### config.mk
export PLATFORM = sky130hd
export DESIGN_NAME = wrBurstCmdSel
export DESIGN_NICKNAME = d
export VERILOG_FILES = /design/src/rtl/wrBurstPkg.sv /design/src/rtl/wrBurstCtrl.sv /design/src/rtl/wrBurstDatapath.sv /design/src/rtl/wrBurstCmdSel.sv
export SDC_FILE = /design/constraint.sdc
export NUM_CORES = 1
export LEC_CHECK = 0
export BUFFER_PORTS_ARGS = -buffer_cell sky130_fd_sc_hd__buf_2
export CAP_MARGIN = 40
export CORE_ASPECT_RATIO = 1.75
export CORE_UTILIZATION = 55
export DETAILED_ROUTE_END_ITERATION = 8
export PLACE_DENSITY = 0.79
export SYNTH_ARGS = -nofsm -noshare
export SYNTH_HDL_FRONTEND = slang
export SYNTH_HIERARCHICAL = 1
export SYNTH_SLANG_ARGS = --single-unit
### constraint.sdc
create_clock -name clk -period 19.6 [get_ports clk]
set_input_delay 3.92 -clock clk [delete_from_list [all_inputs] [get_ports clk]]
set_output_delay 3.92 -clock clk [all_outputs]
set_load 0.02 [all_outputs]
### src/rtl/wrBurstPkg.sv
package wrBurstPkg;

  localparam logic [3:0] CMD_MEM_WR     = 4'h7;
  localparam logic [3:0] CMD_MEM_WR_INV = 4'hF;

  typedef enum logic [1:0] {
    SRC_PCI_DMA = 2'b00,
    SRC_COP_DMA = 2'b01,
    SRC_CPU     = 2'b10,
    SRC_OTHER   = 2'b11
  } srcTag_t;

  typedef struct packed {
    logic load;
    logic step;
  } ctrlStrobe_t;

  // Line size in DWORDs for a cache-line-size value; 0 = line handling off.
  function automatic logic [4:0] decodeLineDw(input logic [7:0] cfg);
    case (cfg)
      8'h04:   decodeLineDw = 5'd4;
      8'h08:   decodeLineDw = 5'd8;
      8'h10:   decodeLineDw = 5'd16;
      default: decodeLineDw = 5'd0;
    endcase
  endfunction

endpackage

### src/rtl/wrBurstCtrl.sv
module wrBurstCtrl
  import wrBurstPkg::*;
(
  input  logic        clk,
  input  logic        rstN,
  input  logic        reqValid,
  input  logic        reqLenZero,
  input  logic        burstReady,
  input  logic        lastChunk,
  output logic        reqReady,
  output logic        burstValid,
  output ctrlStrobe_t strobe
);

  typedef enum logic {ST_IDLE, ST_BUSY} ctrlState_t;
  ctrlState_t state, stateNext;

  always_comb begin
    reqReady    = (state == ST_IDLE);
    burstValid  = (state == ST_BUSY);
    strobe.load = reqValid && reqReady && !reqLenZero;
    strobe.step = burstValid && burstReady;
    stateNext   = state;
    case (state)
      ST_IDLE: if (strobe.load) stateNext = ST_BUSY;
      ST_BUSY: if (strobe.step && lastChunk) stateNext = ST_IDLE;
      default: stateNext = ST_IDLE;
    endcase
  end

  always_ff @(posedge clk) begin
    if (!rstN) state <= ST_IDLE;
    else       state <= stateNext;
  end

endmodule

### src/rtl/wrBurstDatapath.sv
module wrBurstDatapath
  import wrBurstPkg::*;
#(
  parameter int ADDR_W = 30,
  parameter int LEN_W  = 12
) (
  input  logic              clk,
  input  logic              rstN,
  input  ctrlStrobe_t       strobe,
  input  logic [ADDR_W-1:0] reqAddr,
  input  logic [LEN_W-1:0]  reqLen,
  input  logic [1:0]        reqSrc,
  input  logic [7:0]        lineSizeCfg,
  output logic              lastChunk,
  output logic [3:0]        burstCmd,
  output logic [ADDR_W-1:0] burstAddr,
  output logic [LEN_W-1:0]  burstLen
);

  logic [ADDR_W-1:0] curAddr;
  logic [LEN_W-1:0]  remLen;
  logic [7:0]        cfgHeld;
  logic [1:0]        srcHeld;

  logic [LEN_W-1:0]  lineDw;
  logic              lineOn;
  logic [LEN_W-1:0]  lineOffset;
  logic [LEN_W-1:0]  toBoundary;
  logic [LEN_W-1:0]  chunkLen;
  logic              wholeLine;

  always_comb begin
    lineDw     = LEN_W'(decodeLineDw(cfgHeld));
    lineOn     = (lineDw != '0);
    lineOffset = curAddr[LEN_W-1:0] & (lineDw - LEN_W'(1));
    toBoundary = lineDw - lineOffset;
    if (lineOn && (remLen > toBoundary)) chunkLen = toBoundary;
    else                                  chunkLen = remLen;
    wholeLine  = lineOn && (lineOffset == '0) && (chunkLen == lineDw);
    lastChunk  = (chunkLen == remLen);
    burstCmd   = (wholeLine && (srcHeld == SRC_PCI_DMA)) ? CMD_MEM_WR_INV : CMD_MEM_WR;
    burstAddr  = curAddr;
    burstLen   = chunkLen;
  end

  always_ff @(posedge clk) begin
    if (!rstN) begin
      curAddr <= '0;
      remLen  <= '0;
      cfgHeld <= '0;
      srcHeld <= '0;
    end else if (strobe.load) begin
      curAddr <= reqAddr;
      remLen  <= reqLen;
      cfgHeld <= lineSizeCfg;
      srcHeld <= reqSrc;
    end else if (strobe.step) begin
      curAddr <= curAddr + ADDR_W'(chunkLen);
      remLen  <= remLen - chunkLen;
    end
  end

endmodule

### src/rtl/wrBurstCmdSel.sv
module wrBurstCmdSel
  import wrBurstPkg::*;
#(
  parameter int ADDR_W = 30,
  parameter int LEN_W  = 12
) (
  input  logic              clk,
  input  logic              rstN,
  input  logic              reqValid,
  output logic              reqReady,
  input  logic [ADDR_W-1:0] reqAddr,
  input  logic [LEN_W-1:0]  reqLen,
  input  logic [1:0]        reqSrc,
  input  logic [7:0]        lineSizeCfg,
  output logic              burstValid,
  input  logic              burstReady,
  output logic [3:0]        burstCmd,
  output logic [ADDR_W-1:0] burstAddr,
  output logic [LEN_W-1:0]  burstLen
);

  ctrlStrobe_t strobe;
  logic        lastChunk;
  logic        reqLenZero;

  assign reqLenZero = (reqLen == '0);

  wrBurstCtrl u_ctrl (
    .clk        (clk),
    .rstN       (rstN),
    .reqValid   (reqValid),
    .reqLenZero (reqLenZero),
    .burstReady (burstReady),
    .lastChunk  (lastChunk),
    .reqReady   (reqReady),
    .burstValid (burstValid),
    .strobe     (strobe)
  );

  wrBurstDatapath #(.ADDR_W(ADDR_W), .LEN_W(LEN_W)) u_dp (
    .clk         (clk),
    .rstN        (rstN),
    .strobe      (strobe),
    .reqAddr     (reqAddr),
    .reqLen      (reqLen),
    .reqSrc      (reqSrc),
    .lineSizeCfg (lineSizeCfg),
    .lastChunk   (lastChunk),
    .burstCmd    (burstCmd),
    .burstAddr   (burstAddr),
    .burstLen    (burstLen)
  );

endmodule

* Word level (Yosys, flattened, before mapping) *
Index checks and enable logic that the tools add are counted.

cells by class
  equality and inequality tests = 5
  reduce and logical (&&, ||, !) cells = 14
  add/subtract/negate cells = 4
  muxes and demuxes = 10
  $lt $le $gt $ge = 1
  bitwise logic cells = 2

operators with widths
  operator                                              number
  two-way mux 30 bit                                    2
  two-way mux 12 bit                                    3
  adder 30 x 12 -> 30 bit                               1
  logical NOT 12 bit                                    2
  case mux 5 bit (3 select lines)                       1
  bitwise AND 12 bit                                    1
  equality test 12 bit                                  1
  equality test 12 x 5 -> 1 bit                         1
  > comparator 12 bit                                   1
  subtractor 12 bit                                     1
  subtractor 5 x 12 -> 12 bit                           1
  equality test 8 x 3 -> 1 bit (second input constant)  1
  equality test 8 x 4 -> 1 bit (second input constant)  1
  equality test 8 x 5 -> 1 bit (second input constant)  1
  logical AND 1 bit                                     8
  subtractor 5 x 1 -> 6 bit (second input constant)     1
  nonzero test 5 bit                                    1
  two-way mux 4 bit                                     1
  logical NOT 2 bit                                     1
  two-way mux 1 bit                                     2
  case mux 1 bit (2 select lines)                       1
  nonzero test 2 bit                                    1
  logical NOT 1 bit                                     1
  NOT 1 bit                                             1

storage, ports and cells
  output and inout bits = 48
  flip-flop bits (word level) = 53
  word-level logic and storage cells = 41
  bits of input ports = 56

* Logic depth before layout (Yosys ltp) *
Gate-level depths: netlist of the first run.

  word-level depth = 12
  mapped depth = 39
  gate-level depth less buffers = 37

* Cells and area by module *
The synthesis of the first run kept the hierarchy.

modules (own cells, without submodules)
  module           seq. area each (um2)  cells an instance  area each (um2)  times used
  wrBurstDatapath  1,041.0               595                4,576.9          1
  wrBurstCtrl      20.0                  6                  58.8             1
  wrBurstCmdSel    0.0                   4                  25.0             1

* Worst setup path after synthesis of the first run *
Ideal clock, no wire load.

  kind = flip-flop to output port
  start = register u_dp.cfgHeld[1]
  end = output burstLen[0]
  buffers on the path = 3
  setup slack = 10.213 ns
  data required time = 15.680 ns
  stages on the path, launching flop included = 24
  arrival = 5.467 ns
  cells stage by stage = dfxtp_1 -> nor4_1 -> nand2_1 -> or4b_2 -> clkbuf_1 -> ha_1 -> nand2b_1 -> ha_1 -> inv_1 -> o311a_1 -> and2_1 -> o211ai_1 -> o21a_1 -> inv_1 -> ha_1 -> a21oi_1 -> nor2b_1 -> o311a_1 -> o221ai_1 -> a211o_1 -> and3_4 -> buf_4 -> buf_2 -> o21ai_0

on the way
  cells in the longest elaborated chain, start to end = 8
  elaborated cells between the ends (all ways) = 11
  those cells by class = 2 x add/sub; 1 x order compare; 3 x eq/ne; 2 x mux; 1 x bitwise; 2 x reduce/logical

RTL lines
  item                                                  line                   source
  from (decl)                                           wrBurstDatapath.sv:22  logic [7:0] cfgHeld;
  from (signal assigned)                                wrBurstDatapath.sv:55  cfgHeld <= lineSizeCfg;
  equality test 8 x 5 -> 1 bit (tied with other cells)  wrBurstPkg.sv:20       case (cfg)
  case mux 5 bit (3 select lines) *                     wrBurstPkg.sv:20
  subtractor 5 x 1 -> 6 bit                             wrBurstDatapath.sv:35  lineOffset = curAddr[LEN_W-1:0] & (lineDw - LEN_W'(1));
  bitwise AND 12 bit                                    wrBurstDatapath.sv:35
  subtractor 5 x 12 -> 12 bit                           wrBurstDatapath.sv:36  toBoundary = lineDw - lineOffset;
  > comparator 12 bit                                   wrBurstDatapath.sv:37  if (lineOn && (remLen > toBoundary)) chunkLen = toBoundary;
  logical AND 1 bit *                                   wrBurstDatapath.sv:37
  two-way mux 12 bit *                                  wrBurstDatapath.sv:37
  to (decl)                                             wrBurstCmdSel.sv:19    output logic [LEN_W-1:0] burstLen

Mark *: on every way between the ends. The rest lies on a longest branch, timed or not.

* Worst setup path after layout of the first run *
  start = register u_dp.cfgHeld[1]
  end = output burstCmd[3]

on the way
  cells in the longest elaborated chain, start to end = 12
  elaborated cells between the ends (all ways) = 17
  those cells by class = 2 x add/sub; 1 x order compare; 4 x eq/ne; 3 x mux; 1 x bitwise; 6 x reduce/logical

RTL lines
  item                                                  line                   source
  equality test 8 x 5 -> 1 bit (tied with other cells)  wrBurstPkg.sv:20
  case mux 5 bit (3 select lines) *                     wrBurstPkg.sv:20
  subtractor 5 x 1 -> 6 bit                             wrBurstDatapath.sv:35
  bitwise AND 12 bit                                    wrBurstDatapath.sv:35
  subtractor 5 x 12 -> 12 bit                           wrBurstDatapath.sv:36
  > comparator 12 bit                                   wrBurstDatapath.sv:37
  logical AND 1 bit                                     wrBurstDatapath.sv:37
  two-way mux 12 bit                                    wrBurstDatapath.sv:37
  equality test 12 x 5 -> 1 bit                         wrBurstDatapath.sv:39  wholeLine = lineOn && (lineOffset == '0) && (chunkLen == lineDw);
  logical AND 1 bit *                                   wrBurstDatapath.sv:39
  logical AND 1 bit *                                   wrBurstDatapath.sv:41  burstCmd = (wholeLine && (srcHeld == SRC_PCI_DMA)) ? CMD_MEM_WR_INV : CMD_MEM_WR;
  two-way mux 4 bit *                                   wrBurstDatapath.sv:41
  to (decl)                                             wrBurstCmdSel.sv:17    output logic [3:0] burstCmd,

Marked as above.

==> flow_summary.html, run 1 <==
<table>
<tr><th>Metric</th><th>Value</th></tr>
<tr><th colspan="2">Outcome</th></tr>
<tr><td>Run status</td><td>completed</td></tr>
<tr><th colspan="2">Clocking</th></tr>
<tr><td>Post-cts resize count</td><td>0</td></tr>
<tr><td>CTS root buffer</td><td>sky130_fd_sc_hd__clkbuf_16</td></tr>
<tr><td>Total of hold buffers inserted after clock tree synthesis</td><td>0</td></tr>
<tr><td>Number of CTS-inserted buffers</td><td>5</td></tr>
<tr><td>Num Clock Sinks</td><td>53</td></tr>
<tr><td>CTS H-tree depth</td><td>2</td></tr>
<tr><td>Maximum number of buffers from clock root to sink</td><td>2</td></tr>
<tr><td>Setup bufs post-CTS</td><td>0</td></tr>
<tr><td>Worst skew pair latency</td><td>0.30 ns</td></tr>
<tr><td>Clock tree from TritonCTS</td><td>built</td></tr>
<tr><td>Reg clk slew, reported paths</td><td>0.08 ns</td></tr>
<tr><th colspan="2">GRT</th></tr>
<tr><td>Gr ovfl total</td><td>0</td></tr>
<tr><td>First-pass GRT wire length</td><td>22100 microns</td></tr>
<tr><td>Via count of the first global-routing pass</td><td>4616</td></tr>
<tr><td>Pin count of the biggest net entering global routing</td><td>51</td></tr>
<tr><td>Total global-route track usage</td><td>32.2%</td></tr>
<tr><td>Initial antenna violation count</td><td>0</td></tr>
<tr><th colspan="2">Placement</th></tr>
<tr><td>Count of port buffers added during placement</td><td>100</td></tr>
<tr><td>Final HPWL DP</td><td>11100 microns</td></tr>
<tr><td>Weighted congestion reported at the end of routability-driven placement</td><td>0.957</td></tr>
<tr><td>Placed inst area</td><td>5200 sq um</td></tr>
<tr><th colspan="2">Logic synthesis</th></tr>
<tr><td>Proportion of synthesized area in mux cells</td><td>5.58%</td></tr>
<tr><td>Post-synthesis area per instance</td><td>7.70 sq um</td></tr>
<tr><td>Count of synthesis-stage warnings from yosys</td><td>6</td></tr>
<tr><td>Simple logic cell fraction of the synthesized area</td><td>22.1%</td></tr>
<tr><td>Number of enable flip-flop cells after synthesis</td><td>0</td></tr>
<tr><td>Sequential share of the synthesized area</td><td>22.8%</td></tr>
<tr><td>Synth Area in Compound Gates</td><td>26.3%</td></tr>
<tr><td>Synth Instances</td><td>605</td></tr>
<tr><td>Largest family of logic cells by synthesized area</td><td>compound AO/OA/AOI/OAI gates</td></tr>
<tr><td>Number of different library cells in the post-synthesis netlist</td><td>72</td></tr>
<tr><td>Synth async-reset ratio</td><td>0%</td></tr>
<tr><td>Number of synthesized register bits</td><td>53</td></tr>
<tr><td>Cell type with the largest total area after synthesis</td><td>sky130_fd_sc_hd__dfxtp_1</td></tr>
<tr><td>Cell Area, Synth</td><td>4660 sq um</td></tr>
<tr><td>Main area contributors after synthesis</td><td>sky130_fd_sc_hd__dfxtp_1, sky130_fd_sc_hd__ha_1, sky130_fd_sc_hd__nor2_1</td></tr>
<tr><td>Area share of xor/xnor cells in the synthesized design</td><td>5.83%</td></tr>
<tr><td>Post-Synth Adder-Cell Area</td><td>11.3%</td></tr>
<tr><td>Count leader, synth</td><td>sky130_fd_sc_hd__nor2_1</td></tr>
<tr><td>Most common flop cell mapped by yosys</td><td>sky130_fd_sc_hd__dfxtp_1</td></tr>
<tr><td>Share of Yosys cell area claimed by the top area cell type</td><td>22.8%</td></tr>
<tr><td>Top cells by count, synth</td><td>sky130_fd_sc_hd__nor2_1, sky130_fd_sc_hd__dfxtp_1, sky130_fd_sc_hd__o21ai_0</td></tr>
<tr><th colspan="2">Floorplanning</th></tr>
<tr><td>Number of placed I/O pins</td><td>104</td></tr>
<tr><td>Number of standard-cell rows in the floorplan</td><td>44</td></tr>
<tr><td>Total Die Area</td><td>8860 sq um</td></tr>
<tr><td>Vertical die dimension</td><td>124 microns</td></tr>
<tr><td>Width of the die</td><td>71.6 microns</td></tr>
<tr><td>Core Area</td><td>8260 sq um</td></tr>
<tr><td>Initial core utilization</td><td>56.4%</td></tr>
<tr><th colspan="2">Worst setup path</th></tr>
<tr><td>Critical path launch point type</td><td>flip-flop</td></tr>
<tr><td>Maximum fanout along the worst path</td><td>30</td></tr>
<tr><td>Data required time at the worst endpoint</td><td>15.68 ns</td></tr>
<tr><td>Kind of critical path</td><td>reg2out</td></tr>
<tr><td>Sort of element at the end of the critical path</td><td>output pin</td></tr>
<tr><td>CP arrival</td><td>6.13 ns</td></tr>
<tr><th colspan="2">Final layout</th></tr>
<tr><td>Multi-input logic area</td><td>3330 sq um</td></tr>
<tr><td>Register area</td><td>1060 sq um</td></tr>
<tr><td># fillers</td><td>751</td></tr>
<tr><td>Synthesis-to-layout area growth</td><td>14.8%</td></tr>
<tr><td>Final std cell area, no fill</td><td>5350 sq um</td></tr>
<tr><td>Final core utilization</td><td>64.8%</td></tr>
<tr><td>Fraction of layout instances using a drive strength above 1</td><td>19.3%</td></tr>
<tr><td>Total Nets Final</td><td>785</td></tr>
<tr><td>Antenna fix cells</td><td>0</td></tr>
<tr><th colspan="2">Worst hold path</th></tr>
<tr><td>Hold/Removal Path Class</td><td>reg2reg</td></tr>
<tr><th colspan="2">Route</th></tr>
<tr><td>Number of DRC violations after detailed-routing iteration 0</td><td>306</td></tr>
<tr><td>Post-DR vias/cell</td><td>6.23</td></tr>
<tr><td>Total DRC errors in the routed layout</td><td>0</td></tr>
<tr><td>Count of antenna-violating nets left after detailed routing</td><td>0</td></tr>
<tr><td>Via total after detailed routing</td><td>4870</td></tr>
<tr><td>Total Routed Length</td><td>14300 microns</td></tr>
<tr><td>Drt pass-1 iters</td><td>5</td></tr>
<tr><td>Average wire per standard cell</td><td>18.3 microns</td></tr>
<tr><th colspan="2">Pwr</th></tr>
<tr><td>Lkg Pwr</td><td>2.39 nW</td></tr>
<tr><td>PD cells</td><td>78.4 nW/um^2</td></tr>
<tr><td>Peak ir drop on the vdd network</td><td>0.0690 mV</td></tr>
<tr><th colspan="2">Job</th></tr>
<tr><td>Max-capacitance violation count</td><td>0</td></tr>
<tr><th colspan="2">STA</th></tr>
<tr><td>Worst-Margin Slew</td><td>0.758 ns</td></tr>
<tr><td>Final setup violating endpoints</td><td>0</td></tr>
<tr><td>Setup repair after global routing missed its margin</td><td>false</td></tr>
<tr><td>Clock skew after layout</td><td>0.00543 ns</td></tr>
<tr><td>Fin. Hold Viols</td><td>0</td></tr>
<tr><td>Fin crit period</td><td>10.05 ns</td></tr>
<tr><td>Aggregate negative setup slack</td><td>0 ns</td></tr>
<tr><td>Crit share post-route</td><td>51.3%</td></tr>
<tr><td>Worst hold slack after final layout</td><td>0.509 ns</td></tr>
<tr><td>Highest attainable clock frequency</td><td>99.5 MHz</td></tr>
<tr><td>Final number of max-transition violations</td><td>0</td></tr>
<tr><td>Relative slew slack</td><td>49.4%</td></tr>
</table>
[metrics by stage]
stage / power [mW] / instances / setup WS, ns
after global placement: 0.319 / 773 / 10.04
final: 0.419 / 782 / 9.55
after CTS: 0.417 / 782 / 9.58
after global routing: 0.444 / 782 / 9.18
after detailed placement: 0.323 / 774 / 9.95
after floorplan: 0.272 / 607 / 10.21
[kinds of logic (layout without fill, tap and decap cells)]
logic type               Yosys count  count (layout)
flip-flops                        53              53
adder cells (fa/ha/maj)           41              41
multiplexers                      25              25
buffers and inverters             71             154
AO/OA/AOI/OAI                    179             179
XOR/XNOR                          31              31
AND/OR/NAND/NOR                  204             204
other                              1               3
[worst paths after layout]
path,endpoint,slack (ns),startpoint,depth (start not counted)
setup / recovery,burstCmd[3],9.55,u_dp/cfgHeld[1],22
hold / removal,u_dp/srcHeld[1],0.51,u_dp/srcHeld[1],2
setup reg to reg,u_dp/burstAddr[24],10.66,u_dp/cfgHeld[1],34
hold reg to reg,u_dp/srcHeld[1],0.51,u_dp/srcHeld[1],2
[area by class of cell]
cell class,count,area share (%)
well taps,92,2.15
inverters,41,2.88
flip-flops and latches,53,19.8
clock inverters,3,0.491
clock buffers,5,2.34
multi-input cells,483,62.2
repair buffers,105,10.1
[report_power, final]
group / internal, mW / switching (mW)
clock: 0.0484 / 0.0457
sequential: 0.117 / 0.0158
combinational: 0.0788 / 0.113
total: 0.245 / 0.175
[cell usage in the layout (no fill, tap or decap), types with 3 or more instances in the layout]
cell type / netlist / layout
sky130_fd_sc_hd__buf_2: 2 / 100
sky130_fd_sc_hd__nor2_1: 68 / 68
sky130_fd_sc_hd__dfxtp_1: 53 / 53
sky130_fd_sc_hd__o21ai_0: 45 / 45
sky130_fd_sc_hd__a21oi_1: 42 / 42
sky130_fd_sc_hd__inv_1: 40 / 40
sky130_fd_sc_hd__nand2_1: 38 / 38
sky130_fd_sc_hd__ha_1: 38 / 38
sky130_fd_sc_hd__mux2i_1: 20 / 20
sky130_fd_sc_hd__xnor2_1: 19 / 19
sky130_fd_sc_hd__a211oi_1: 18 / 18
sky130_fd_sc_hd__nand3_1: 16 / 16
sky130_fd_sc_hd__nor3_1: 13 / 13
sky130_fd_sc_hd__xor2_1: 12 / 12
sky130_fd_sc_hd__nand2b_1: 11 / 11
sky130_fd_sc_hd__o21a_1: 10 / 10
sky130_fd_sc_hd__a21boi_0: 9 / 9
sky130_fd_sc_hd__nor4_1: 8 / 8
sky130_fd_sc_hd__nor2b_1: 8 / 8
sky130_fd_sc_hd__o311a_1: 7 / 7
sky130_fd_sc_hd__nand4_1: 7 / 7
sky130_fd_sc_hd__or3_1: 6 / 6
sky130_fd_sc_hd__clkbuf_16: 0 / 5
sky130_fd_sc_hd__buf_4: 4 / 5
sky130_fd_sc_hd__nor3b_1: 5 / 5
sky130_fd_sc_hd__a211o_1: 5 / 5
sky130_fd_sc_hd__a21o_1: 5 / 5
sky130_fd_sc_hd__and3_1: 4 / 4
sky130_fd_sc_hd__and2_1: 4 / 4
sky130_fd_sc_hd__a31oi_1: 4 / 4
sky130_fd_sc_hd__o211ai_1: 4 / 4
sky130_fd_sc_hd__mux2_2: 3 / 3
sky130_fd_sc_hd__and4_1: 3 / 3
sky130_fd_sc_hd__o21bai_1: 3 / 3
sky130_fd_sc_hd__o211a_1: 3 / 3
sky130_fd_sc_hd__conb_1: 1 / 3
[per-layer routing]
metal	wire [microns]	part of all wire, %	vias to the layer above	global-route usage, %
met4	592	4.1	0	18.1
met3	595	4.1	35	3.88
met1	5420	38	2311	34.2
li1	-	-	2357	-
met5	0	0	-	0
met2	7740	54	167	60.7
[state kept, by name (all words and copies together), names as in the netlist]
register and flops:
u_dp/cfgHeld 8, u_dp/srcHeld 2, u_ctrl/burstValid 1, u_dp/remLen 12
u_dp/burstAddr 30
[critical path: stages (launching register included)]
cell and delay [ns]:
sky130_fd_sc_hd__dfxtp_1 0.36, sky130_fd_sc_hd__nor4_1 0.38, sky130_fd_sc_hd__nand2_1 0.12, sky130_fd_sc_hd__or4b_2 0.70, sky130_fd_sc_hd__ha_1 0.30, sky130_fd_sc_hd__nand2b_1 0.16, sky130_fd_sc_hd__ha_1 0.35, sky130_fd_sc_hd__inv_1 0.08
sky130_fd_sc_hd__o311a_1 0.36, sky130_fd_sc_hd__and2_1 0.21, sky130_fd_sc_hd__o211ai_1 0.19, sky130_fd_sc_hd__o21a_1 0.26, sky130_fd_sc_hd__inv_1 0.08, sky130_fd_sc_hd__ha_1 0.33, sky130_fd_sc_hd__a21oi_1 0.17, sky130_fd_sc_hd__nor2b_1 0.15
sky130_fd_sc_hd__o311a_1 0.17, sky130_fd_sc_hd__o221ai_1 0.10, sky130_fd_sc_hd__a211o_1 0.23, sky130_fd_sc_hd__and3_4 0.28, sky130_fd_sc_hd__mux2_4 0.36, sky130_fd_sc_hd__a221oi_2 0.27, sky130_fd_sc_hd__buf_2 0.20
Power figures use the tool's default switching activity.
==> run 2: changes to the inputs <==
clock period = 10.1 ns   (was 19.6 ns; I/O delays follow)
==> run 2 against run 1 <==
  * Clock skew increased by 0.0015 ns
  * Utilization rose by 0.21 points
  * Sequential power is 94% higher
  * First-iteration DRC count is 13% lower
  * Worst setup slack got worse by 8.2 ns
  * Die area is the same
  * Routed wire length increased by 0.87%
  * Register-to-register slack worse by 9.3 ns
  * Critical path depth increased by 13
  * Sequential share of layout area decreased by 0.065 points
  * Non-clock buffer count is the same
  * Clock power grew 110%
  * Largest cell class unchanged
  * Largest power group unchanged
  * Highest routed layer unchanged
==> flow_summary.html, run 2 (synthesis results as in run 1) <==
<table>
<tr><th>Metric</th><th>Value</th></tr>
<tr><th colspan="2">Worst setup path</th></tr>
<tr><td>CP peak stage delay</td><td>0.70 ns (about the same)</td></tr>
<tr><td>CP arrival</td><td>9.00 ns (was 6.13 ns)</td></tr>
<tr><td>Beginning of the worst register-to-register path</td><td>u_dp/cfgHeld[1] (unchanged)</td></tr>
<tr><td>Launching instance or port of the critical path</td><td>u_dp/cfgHeld[1] (unchanged)</td></tr>
<tr><td>Cell repeated most along the worst path</td><td>sky130_fd_sc_hd__o21ai_0 (was sky130_fd_sc_hd__ha_1)</td></tr>
<tr><td>Kind of critical path</td><td>reg2reg (was reg2out)</td></tr>
<tr><td>Maximum fanout along the worst path</td><td>30 (unchanged)</td></tr>
<tr><td>Sort of element at the end of the critical path</td><td>flip-flop (was output pin)</td></tr>
<tr><td>Max stage delay cell, worst path</td><td>sky130_fd_sc_hd__or4b_2 (unchanged)</td></tr>
<tr><td>Critical path launch point type</td><td>flip-flop (unchanged)</td></tr>
<tr><td>Data required time at the worst endpoint</td><td>10.31 ns (was 15.68 ns)</td></tr>
<tr><th colspan="2">Placement</th></tr>
<tr><td>Placed inst area</td><td>5200 sq um (unchanged)</td></tr>
<tr><td>Count of port buffers added during placement</td><td>100 (unchanged)</td></tr>
<tr><td>Final HPWL DP</td><td>11200 microns (was 11100 microns)</td></tr>
<tr><td>Weighted congestion reported at the end of routability-driven placement</td><td>0.975 (was 0.957)</td></tr>
<tr><th colspan="2">STA</th></tr>
<tr><td>Final number of max-transition violations</td><td>0 (unchanged)</td></tr>
<tr><td>Final setup violating endpoints</td><td>0 (unchanged)</td></tr>
<tr><td>Fin crit period</td><td>8.79 ns</td></tr>
<tr><td>Worst-Margin Slew</td><td>0.872 ns (was 0.758 ns)</td></tr>
<tr><td>Relative slew slack</td><td>41.7% (was 49.4%)</td></tr>
<tr><td>Aggregate negative setup slack</td><td>0 ns (unchanged)</td></tr>
<tr><td>Highest attainable clock frequency</td><td>114 MHz</td></tr>
<tr><td>Fin. Hold Viols</td><td>0 (unchanged)</td></tr>
<tr><td>Crit share post-route</td><td>87.0%</td></tr>
<tr><td>Setup repair after global routing missed its margin</td><td>false (unchanged)</td></tr>
<tr><td>Clock skew after layout</td><td>0.00696 ns (was 0.00543 ns)</td></tr>
<tr><th colspan="2">Final layout</th></tr>
<tr><td>Final std cell area, no fill</td><td>5370 sq um (was 5350 sq um)</td></tr>
<tr><td>Most frequent cells in the layout</td><td>sky130_fd_sc_hd__buf_2, sky130_fd_sc_hd__nor2_1, sky130_fd_sc_hd__dfxtp_1 (unchanged)</td></tr>
<tr><td>Synthesis-to-layout area growth</td><td>15.1% (was 14.8%)</td></tr>
<tr><td>Most frequent standard cell in the layout excluding fill and tap cells</td><td>sky130_fd_sc_hd__buf_2 (unchanged)</td></tr>
<tr><td>Fraction of layout instances using a drive strength above 1</td><td>19.3% (unchanged)</td></tr>
<tr><td>Flip-flop count of the largest register, all copies and words added</td><td>30 (unchanged)</td></tr>
<tr><td>Antenna fix cells</td><td>0 (unchanged)</td></tr>
<tr><td>Total Nets Final</td><td>785 (unchanged)</td></tr>
<tr><th colspan="2">Floorplanning</th></tr>
<tr><td>Core Area</td><td>8260 sq um (unchanged)</td></tr>
<tr><td>Vertical die dimension</td><td>124 microns (unchanged)</td></tr>
<tr><td>Total Die Area</td><td>8860 sq um (unchanged)</td></tr>
<tr><td>Number of standard-cell rows in the floorplan</td><td>44 (unchanged)</td></tr>
<tr><td>Number of placed I/O pins</td><td>104 (unchanged)</td></tr>
<tr><td>Width of the die</td><td>71.6 microns (unchanged)</td></tr>
<tr><td>Initial core utilization</td><td>56.4% (unchanged)</td></tr>
<tr><th colspan="2">Pwr</th></tr>
<tr><td>PD cells</td><td>156 nW/um^2 (was 78.4 nW/um^2)</td></tr>
<tr><td>Peak ir drop on the vdd network</td><td>0.133 mV (was 0.0690 mV)</td></tr>
<tr><td>Total chip power</td><td>0.839 mW (was 0.419 mW)</td></tr>
<tr><td>Lkg Pwr</td><td>2.40 nW (was 2.39 nW)</td></tr>
<tr><th colspan="2">GRT</th></tr>
<tr><td>Pin count of the biggest net entering global routing</td><td>51 (unchanged)</td></tr>
<tr><td>First-pass GRT wire length</td><td>22800 microns (was 22100 microns)</td></tr>
<tr><td>Via count of the first global-routing pass</td><td>4862 (was 4616)</td></tr>
<tr><td>Gr ovfl total</td><td>0 (unchanged)</td></tr>
<tr><td>Total global-route track usage</td><td>32.9% (was 32.2%)</td></tr>
<tr><td>Initial antenna violation count</td><td>0 (unchanged)</td></tr>
<tr><th colspan="2">Route</th></tr>
<tr><td>Post-DR vias/cell</td><td>6.28 (was 6.23)</td></tr>
<tr><td>Drt pass-1 iters</td><td>5 (unchanged)</td></tr>
<tr><td>Via total after detailed routing</td><td>4910 (was 4870)</td></tr>
<tr><td>Number of DRC violations after detailed-routing iteration 0</td><td>265 (was 306)</td></tr>
<tr><td>Total DRC errors in the routed layout</td><td>0 (unchanged)</td></tr>
<tr><td>Count of antenna-violating nets left after detailed routing</td><td>0 (unchanged)</td></tr>
<tr><td>Total Routed Length</td><td>14500 microns (was 14300 microns)</td></tr>
<tr><td>Average wire per standard cell</td><td>18.5 microns (was 18.3 microns)</td></tr>
<tr><th colspan="2">Clocking</th></tr>
<tr><td>Num Clock Sinks</td><td>53 (unchanged)</td></tr>
<tr><td>Number of CTS-inserted buffers</td><td>5 (unchanged)</td></tr>
<tr><td>Post-cts resize count</td><td>0 (unchanged)</td></tr>
<tr><td>Maximum number of buffers from clock root to sink</td><td>2 (unchanged)</td></tr>
<tr><td>Total of hold buffers inserted after clock tree synthesis</td><td>0 (unchanged)</td></tr>
<tr><td>Setup bufs post-CTS</td><td>0 (unchanged)</td></tr>
<tr><td>Reg clk slew, reported paths</td><td>0.07 ns (was 0.08 ns)</td></tr>
<tr><td>Worst skew pair latency</td><td>0.30 ns (about the same)</td></tr>
<tr><td>CTS H-tree depth</td><td>2 (unchanged)</td></tr>
<tr><td>Clock tree from TritonCTS</td><td>built (unchanged)</td></tr>
<tr><td>CTS root buffer</td><td>sky130_fd_sc_hd__clkbuf_16 (unchanged)</td></tr>
<tr><th colspan="2">Worst hold path</th></tr>
<tr><td>Hold/Removal Path Class</td><td>reg2reg (unchanged)</td></tr>
<tr><td>Hold path startpoint</td><td>u_dp/srcHeld[1] (unchanged)</td></tr>
<tr><th colspan="2">Outcome</th></tr>
<tr><td>Run status</td><td>completed (unchanged)</td></tr>
<tr><th colspan="2">Job</th></tr>
<tr><td>Max-capacitance violation count</td><td>0 (unchanged)</td></tr>
</table>
-- run 2: cell types whose count changed in the layout (fill, tap and decap cells not counted) --
cell	before	now
sky130_fd_sc_hd__clkinv_2	0	1
sky130_fd_sc_hd__inv_8	1	0
sky130_fd_sc_hd__bufinv_16	0	1
sky130_fd_sc_hd__clkinvlp_4	2	0
sky130_fd_sc_hd__inv_6	0	1
-- run 2: cell type report --
class,instances,area (sq um)
clock buffer,5,125
multi-input combinational,483,3330
timing repair buffer,105,538
clock inverter,3,43.8
inverter,41,154
fill,738,2890
sequential,53,1060
tap,92,115
-- run 2: worst max-delay path, delay by kind of cell (launching register included) --
family                   cells  cell delay (ns)
AO/OA/AOI/OAI               17             3.88
AND/OR/NAND/NOR              9             2.59
adder cells (fa/ha/maj)      5             1.45
buffers and inverters        4             0.42
flip-flops                   1             0.34
-- run 2: stage by stage --
stage | utilization, % | setup WS [ns] | cells | hold WS (ns)
finish | 65.0 | 1.31 | 782 | 0.505
global route | 65.0 | 0.677 | 782 | 0.543
CTS | 65.0 | 1.49 | 782 | 0.509
detailed placement | 62.9 | 1.49 | 774 | 0.492
global placement | 62.8 | 1.85 | 773 | 0.489
floorplan | - | 1.88 | 607 | 0.452
-- run 2: worst paths after layout --
kind	to	slack (ns)	cells after the start
worst max-delay path	u_dp/burstAddr[24]	1.31	35
worst min-delay path	u_dp/srcHeld[1]	0.50	2
worst max register to register	u_dp/burstAddr[24]	1.31	35
worst min register to register	u_dp/srcHeld[1]	0.50	2
-- run 2: layer usage --
layer,track usage [%],vias to the layer above,wire (microns)
li1,-,2357,-
met1,32.7,2284,5250
met2,63.2,209,7680
met3,4.37,60,700
met4,21.0,0,842
met5,0,-,0
-- run 2: report_power, final --
| group | total (mW) | internal, mW | switching [mW] |
|---|---|---|---|
| combinational | 0.380 | 0.153 | 0.227 |
| sequential | 0.258 | 0.228 | 0.0301 |
| clock | 0.201 | 0.118 | 0.0837 |
